**src/rtl/boot_overlay_pkg.sv**
```systemverilog
package boot_overlay_pkg;
  localparam int ADDR_W  = 16;
  localparam int DATA_W  = 8;
  localparam int ROM_AW  = 11;
  localparam int PAGE_W  = ADDR_W - ROM_AW;
  localparam int IO_AW   = 8;

  localparam logic [PAGE_W-1:0] LOW_PAGE  = '0;
  localparam logic [PAGE_W-1:0] BOOT_PAGE = PAGE_W'(16'hE800 >> ROM_AW);
  localparam logic [PAGE_W-1:0] MON_PAGE  = '1;

  localparam logic [IO_AW-1:0] CTRL_PORT  = 8'hFF;
  localparam logic [IO_AW-1:0] TIMER_BASE = 8'hF0;
  localparam logic [IO_AW-1:0] SER1_BASE  = 8'hF4;
  localparam logic [IO_AW-1:0] SER2_BASE  = 8'hF6;

  typedef struct packed {
    logic bootHighEn;
    logic bootLowEn;
    logic timerSel;
    logic ser1Sel;
    logic ser2Sel;
  } ctrlStrobes_t;
endpackage

```
**src/rtl/boot_overlay_ctrl.sv**
```systemverilog
module boot_overlay_ctrl
  import boot_overlay_pkg::*;
#(
  parameter int LATCH_W      = 8,
  parameter int BOOT_SEL_BIT = 3,
  parameter int START_BIT    = 5,
  localparam int IDX_W       = $clog2(LATCH_W)
) (
  input  logic               clk,
  input  logic               rstN,
  input  logic [IO_AW-1:0]   ioAddr,
  input  logic               ioRd,
  input  logic               ioWr,
  input  logic [DATA_W-1:0]  wrData,
  output logic [LATCH_W-1:0] latchQ,
  output ctrlStrobes_t       strobes
);
  logic             ioActive;
  logic             latchWe;
  logic [IDX_W-1:0] latchIdx;
  logic             latchVal;
  logic [DATA_W-IDX_W-2:0] unusedDataBits;

  assign ioActive = ioRd | ioWr;
  assign latchWe  = ioWr && (ioAddr == CTRL_PORT);
  assign latchIdx = ~wrData[IDX_W-1:0];
  assign latchVal = ~wrData[IDX_W];
  assign unusedDataBits = wrData[DATA_W-1:IDX_W+1];

  for (genvar i = 0; i < LATCH_W; i++) begin : g_bit
    always_ff @(posedge clk or negedge rstN) begin
      if (!rstN)
        latchQ[i] <= 1'b0;
      else if (latchWe && (latchIdx == IDX_W'(i)))
        latchQ[i] <= latchVal;
    end
  end

  always_comb begin
    strobes.bootHighEn = !latchQ[BOOT_SEL_BIT];
    strobes.bootLowEn  = !latchQ[BOOT_SEL_BIT] && !latchQ[START_BIT];
    strobes.timerSel   = ioActive && (ioAddr[IO_AW-1:2] == TIMER_BASE[IO_AW-1:2]);
    strobes.ser1Sel    = ioActive && (ioAddr[IO_AW-1:1] == SER1_BASE[IO_AW-1:1]);
    strobes.ser2Sel    = ioActive && (ioAddr[IO_AW-1:1] == SER2_BASE[IO_AW-1:1]);
  end
endmodule

```
**src/rtl/boot_overlay_datapath.sv**
```systemverilog
module boot_overlay_datapath
  import boot_overlay_pkg::*;
#(
  parameter bit BIG_RAM = 1'b0
) (
  input  logic              [ADDR_W-1:0] addr,
  input  logic                           memRd,
  input  logic                           memWr,
  input  logic                           ioRd,
  input  ctrlStrobes_t                   strobes,
  input  logic              [DATA_W-1:0] ramRdData,
  input  logic              [DATA_W-1:0] romRdData,
  input  logic              [DATA_W-1:0] timerRdData,
  input  logic              [DATA_W-1:0] ser1RdData,
  input  logic              [DATA_W-1:0] ser2RdData,
  output logic              [DATA_W-1:0] rdData,
  output logic                           ramCs,
  output logic                           bootRomCs,
  output logic                           monRomCs,
  output logic              [ROM_AW:0]   romAddr,
  output logic                           timerCs,
  output logic                           ser1Cs,
  output logic                           ser2Cs
);
  logic [PAGE_W-1:0] page;
  logic inLow, inBoot, inMon;
  logic bootHit, romHit, ramRange, memActive;

  assign page   = addr[ADDR_W-1:ROM_AW];
  assign inLow  = (page == LOW_PAGE);
  assign inBoot = (page == BOOT_PAGE);
  assign inMon  = (page == MON_PAGE);

  assign bootHit = (strobes.bootHighEn && inBoot) || (strobes.bootLowEn && inLow);
  assign romHit  = bootHit || inMon;

  if (BIG_RAM) begin : g_big_ram
    assign ramRange = 1'b1;
  end else begin : g_small_ram
    assign ramRange = !addr[ADDR_W-1];
  end

  assign memActive = memRd | memWr;
  assign ramCs     = memActive && ramRange && !romHit;
  assign bootRomCs = memRd && bootHit;
  assign monRomCs  = memRd && inMon;
  assign romAddr   = {inMon, addr[ROM_AW-1:0]};
  assign timerCs   = strobes.timerSel;
  assign ser1Cs    = strobes.ser1Sel;
  assign ser2Cs    = strobes.ser2Sel;

  always_comb begin
    rdData = '0;
    if (memRd) begin
      if (bootRomCs || monRomCs) rdData = romRdData;
      else if (ramCs)            rdData = ramRdData;
    end else if (ioRd) begin
      if (timerCs)     rdData = timerRdData;
      else if (ser1Cs) rdData = ser1RdData;
      else if (ser2Cs) rdData = ser2RdData;
    end
  end
endmodule

```
**src/rtl/boot_overlay_decoder.sv**
```systemverilog
module boot_overlay_decoder
  import boot_overlay_pkg::*;
#(
  parameter bit BIG_RAM      = 1'b0,
  parameter int LATCH_W      = 8,
  parameter int BOOT_SEL_BIT = 3,
  parameter int START_BIT    = 5
) (
  input  logic               clk,
  input  logic               rstN,
  input  logic [15:0]        addr,
  input  logic               memRd,
  input  logic               memWr,
  input  logic               ioRd,
  input  logic               ioWr,
  input  logic [7:0]         wrData,
  input  logic [7:0]         ramRdData,
  input  logic [7:0]         romRdData,
  input  logic [7:0]         timerRdData,
  input  logic [7:0]         ser1RdData,
  input  logic [7:0]         ser2RdData,
  output logic [7:0]         rdData,
  output logic               ramCs,
  output logic               bootRomCs,
  output logic               monRomCs,
  output logic [11:0]        romAddr,
  output logic               timerCs,
  output logic               ser1Cs,
  output logic               ser2Cs,
  output logic [LATCH_W-1:0] latchQ
);
  ctrlStrobes_t strobes;

  boot_overlay_ctrl #(
    .LATCH_W(LATCH_W), .BOOT_SEL_BIT(BOOT_SEL_BIT), .START_BIT(START_BIT)
  ) u_ctrl (
    .clk(clk), .rstN(rstN), .ioAddr(addr[IO_AW-1:0]), .ioRd(ioRd), .ioWr(ioWr),
    .wrData(wrData), .latchQ(latchQ), .strobes(strobes)
  );

  boot_overlay_datapath #(.BIG_RAM(BIG_RAM)) u_dp (
    .addr(addr), .memRd(memRd), .memWr(memWr), .ioRd(ioRd), .strobes(strobes),
    .ramRdData(ramRdData), .romRdData(romRdData), .timerRdData(timerRdData),
    .ser1RdData(ser1RdData), .ser2RdData(ser2RdData), .rdData(rdData),
    .ramCs(ramCs), .bootRomCs(bootRomCs), .monRomCs(monRomCs), .romAddr(romAddr),
    .timerCs(timerCs), .ser1Cs(ser1Cs), .ser2Cs(ser2Cs)
  );
endmodule

```
**config.mk**
```make
export PLATFORM = sky130hd
export DESIGN_NAME = boot_overlay_decoder
export DESIGN_NICKNAME = d
export VERILOG_FILES = /design/src/rtl/boot_overlay_pkg.sv /design/src/rtl/boot_overlay_ctrl.sv /design/src/rtl/boot_overlay_datapath.sv /design/src/rtl/boot_overlay_decoder.sv
export SDC_FILE = /design/constraint.sdc
export NUM_CORES = 1
export LEC_CHECK = 0
export CAP_MARGIN = 25
export CORE_ASPECT_RATIO = 2
export CORE_MARGIN = 2
export CORE_UTILIZATION = 32
export DETAILED_ROUTE_END_ITERATION = 10
export HOLD_SLACK_MARGIN = 0.08
export PLACE_DENSITY = 0.92
export SLEW_MARGIN = 20
export SYNTH_ARGS = -nofsm -noshare
export SYNTH_HDL_FRONTEND = slang
export SYNTH_HIERARCHICAL = 1
export SYNTH_SLANG_ARGS = --single-unit
```
**constraint.sdc**
```tcl
create_clock -name clk -period 4 [get_ports clk]
set_input_delay 0.8 -clock clk [delete_from_list [all_inputs] [get_ports clk]]
set_output_delay 0.8 -clock clk [all_outputs]
set_load 0.005 [all_outputs]
```
==> results.md <==
- # nets final: 280
- Commonest non-fill, non-tap cell in the layout: clkdlybuf4s50_1
- Synth Cell Area: 0.00104 sq mm
- Most flops, register: u_ctrl/latchQ
- Clock skew: 0 ns
- Total power: ~0.00030 W
- Synth Warn #: 6
- DIE AREA: 0.00375 sq mm
- Pwr dens: roughly 150 mW/mm^2
- Clk Latency, worst-skew pair: between 0.2 and 0.25 ns
- Arrival @ worst endpoint: a little over 3 ns
- DRC marker count from the first detailed-route iteration: 18
- Global-route wire length before repair: 5.88 mm
- Ports: 104
- Antenna viol nets, final: 0
- CP required: 3.20 ns
- Final setup viols: 0
- Seq/Total Area, Yosys: about a fifth
- Top Registers: u_ctrl/latchQ: 8 flops
- First-pass iteration count of the detailed router: 4
- Avg Inst Size Synth: between 8 and 9 sq um
- Number of diodes: 0
- Area grow syn2layout: 92.8%
- Syn Nets: between 150 and 200
- Via count: 1283
- Hpwl dp: 3.06 mm
- Util after Layout: 63.6%
- Max FFs per register: 8
- CP max FO: 14
- Area of the core: 0.00316 sq mm
- Max_cap viols: 0
- Slew margin rel.: 70.7%
- Final GP Congestion: 0.756
- Maximum vdd drop: roughly 180 uV
- Grt total ovfl: 0
- Clock Path Buffers: 2
- Initial antenna violation count: 0
- Status: finished clean
- Largest net degree at the start of global routing: 18
- Fmax achieved: 0.258 GHz
- Leakage: roughly 0.85 nW
- Die X: between 40 and 50 microns
- Synthesized flop and latch total: 8
- CTS Hold Buffers Added: 0
- Critical Path End Type: output pin
- CTS tree: yes
- HP Class: register to register
- Clock Pin Slew Worst Setup and Hold Paths: approximately 0.040 ns
- CP startpoint kind: primary input
- Pins Over Slew Limit: 0
- Synth async-reset ratio: 100%
- Unique masters post-synth: 30
- CTS Buf Count: 3
- Total Wirelength: approximately 3.7 mm
- Vias in the first global route: 1365
- Clock Sink Count: 8
- Cell row count: 29
- Initial Utilization: 33.0%
- DR DRC count: 0
- Final period util: 96.8%
- Leading cell types in the layout, fill and taps excluded: clkdlybuf4s50_1, inv_1
- Layout cell share with drive strength beyond 1: 12.0%
- I/O Buffers: 93
- Critical path class: primary input to output pin
- CTS root buf: clkbuf_8
- Chip Height: 84.7 microns
- Number of flops mapped to enable cells by yosys: 0
- Drt wl/cell: 15.6 microns
- Most used DFF post-synth: dfrtp_1
- Drt via density: 5.37
- GRT Total Usage: 20.9%
- Final hold violation count: 0
- Final min period: 3.87 ns
- Cells after Synth: 126
- # H-tree levels: 1
- Slew @ Worst Pin: 0.437 ns
[cell type report]
type	count	area, sq um
Fill cell	261	1150
Multi-Input combinational cell	76	637
Inverter	18	67.6
Timing Repair Buffer	103	1020
Clock buffer	3	41.3
Tap cell	31	38.8
Sequential cell	8	200
[worst max-delay path: stages]
cell and delay (ns):
clkdlybuf4s50_1 0.47, and4_2 0.27, o211ai_2 0.11, nor3b_2 0.23, buf_6 0.18, a21oi_1 0.07, a221oi_1 0.29, a221o_1 0.15
clkdlybuf4s50_1 0.50
[cells by family after synthesis]
group / after synthesis / synth area share, %
buf+inv: 42 / 22.0
simple gates: 38 / 25.8
compound gates: 30 / 25.2
mux: 8 / 7.69
flops: 8 / 19.2
[cell usage after synthesis, types with 2 or more instances]
master	number	share of area, %
nand4_1	8	4.8
nor2_1	3	1.1
inv_1	18	6.5
mux2i_1	8	7.7
a21oi_1	8	3.8
and3b_1	3	2.5
dfrtp_1	8	19
a221oi_1	8	6.7
and4_1	2	1.7
nand3b_1	8	5.8
buf_4	17	12
nor3b_1	5	3.6
and3_1	2	1.2
a221o_1	8	7.7
clkbuf_1	3	1.1
buf_1	3	1.1
[path summary, 6_finish.rpt]
check | start | endpoint | slack [ns] | cells after the start
setup reg to reg | u_ctrl/latchQ[3]$_DFFE_PN0P_ | u_ctrl/latchQ[3]$_DFFE_PN0P_ | 3.28 | 2
min in group asynchronous | rstN | u_ctrl/latchQ[4]$_DFFE_PN0P_ | 0.87 | 1
max in group asynchronous | rstN | u_ctrl/latchQ[0]$_DFFE_PN0P_ | 2.85 | 1
setup / recovery | addr[7] | rdData[1] | 0.13 | 9
hold reg to reg | u_ctrl/latchQ[4]$_DFFE_PN0P_ | u_ctrl/latchQ[4]$_DFFE_PN0P_ | 0.53 | 2
hold / removal | u_ctrl/latchQ[4]$_DFFE_PN0P_ | u_ctrl/latchQ[4]$_DFFE_PN0P_ | 0.53 | 2
[where the power goes]
group / total, W / internal (W) / leakage [nW] / switching (W)
logic: 0.000119 / 0.0000823 / 0.760 / 0.0000362
clock network: 0.0000943 / 0.0000650 / 0.0216 / 0.0000293
registers: 0.0000824 / 0.0000820 / 0.0703 / 0.000000422
total: 0.000295 / 0.000229 / 0.852 / 0.0000659
[metrics by stage]
stage | cell area (sq um) | hold slack [ns] | setup TNS (ns) | setup WS [ns] | instances
floorplan | 1040 | 0.504 | 0 | 0.770 | 126
global placement | 1930 | 0.508 | 0 | 0.0339 | 235
detailed placement | 1930 | 0.521 | 0 | 0.0284 | 235
CTS | 1980 | 0.527 | 0 | 0.0190 | 238
global route | 2010 | 0.536 | -0.00985 | -0.00628 | 239
finish | 2010 | 0.528 | 0 | 0.129 | 239
[routing by layer]
layer	vias up	GRT usage, %	part of all wire [%]
met4	0	12.4	3.8
met1	579	16.7	30
met2	64	40.2	59
met3	16	6.02	7.4
li1	624	-	-
met5	-	0	0
[repair_timing]
item                                    4_1_cts  5_1_grt
endpoints found under the setup margin        0        8
setup buffers                                 0        1
gates resized for setup                       0        5
(Power assumes the default switching activity.)
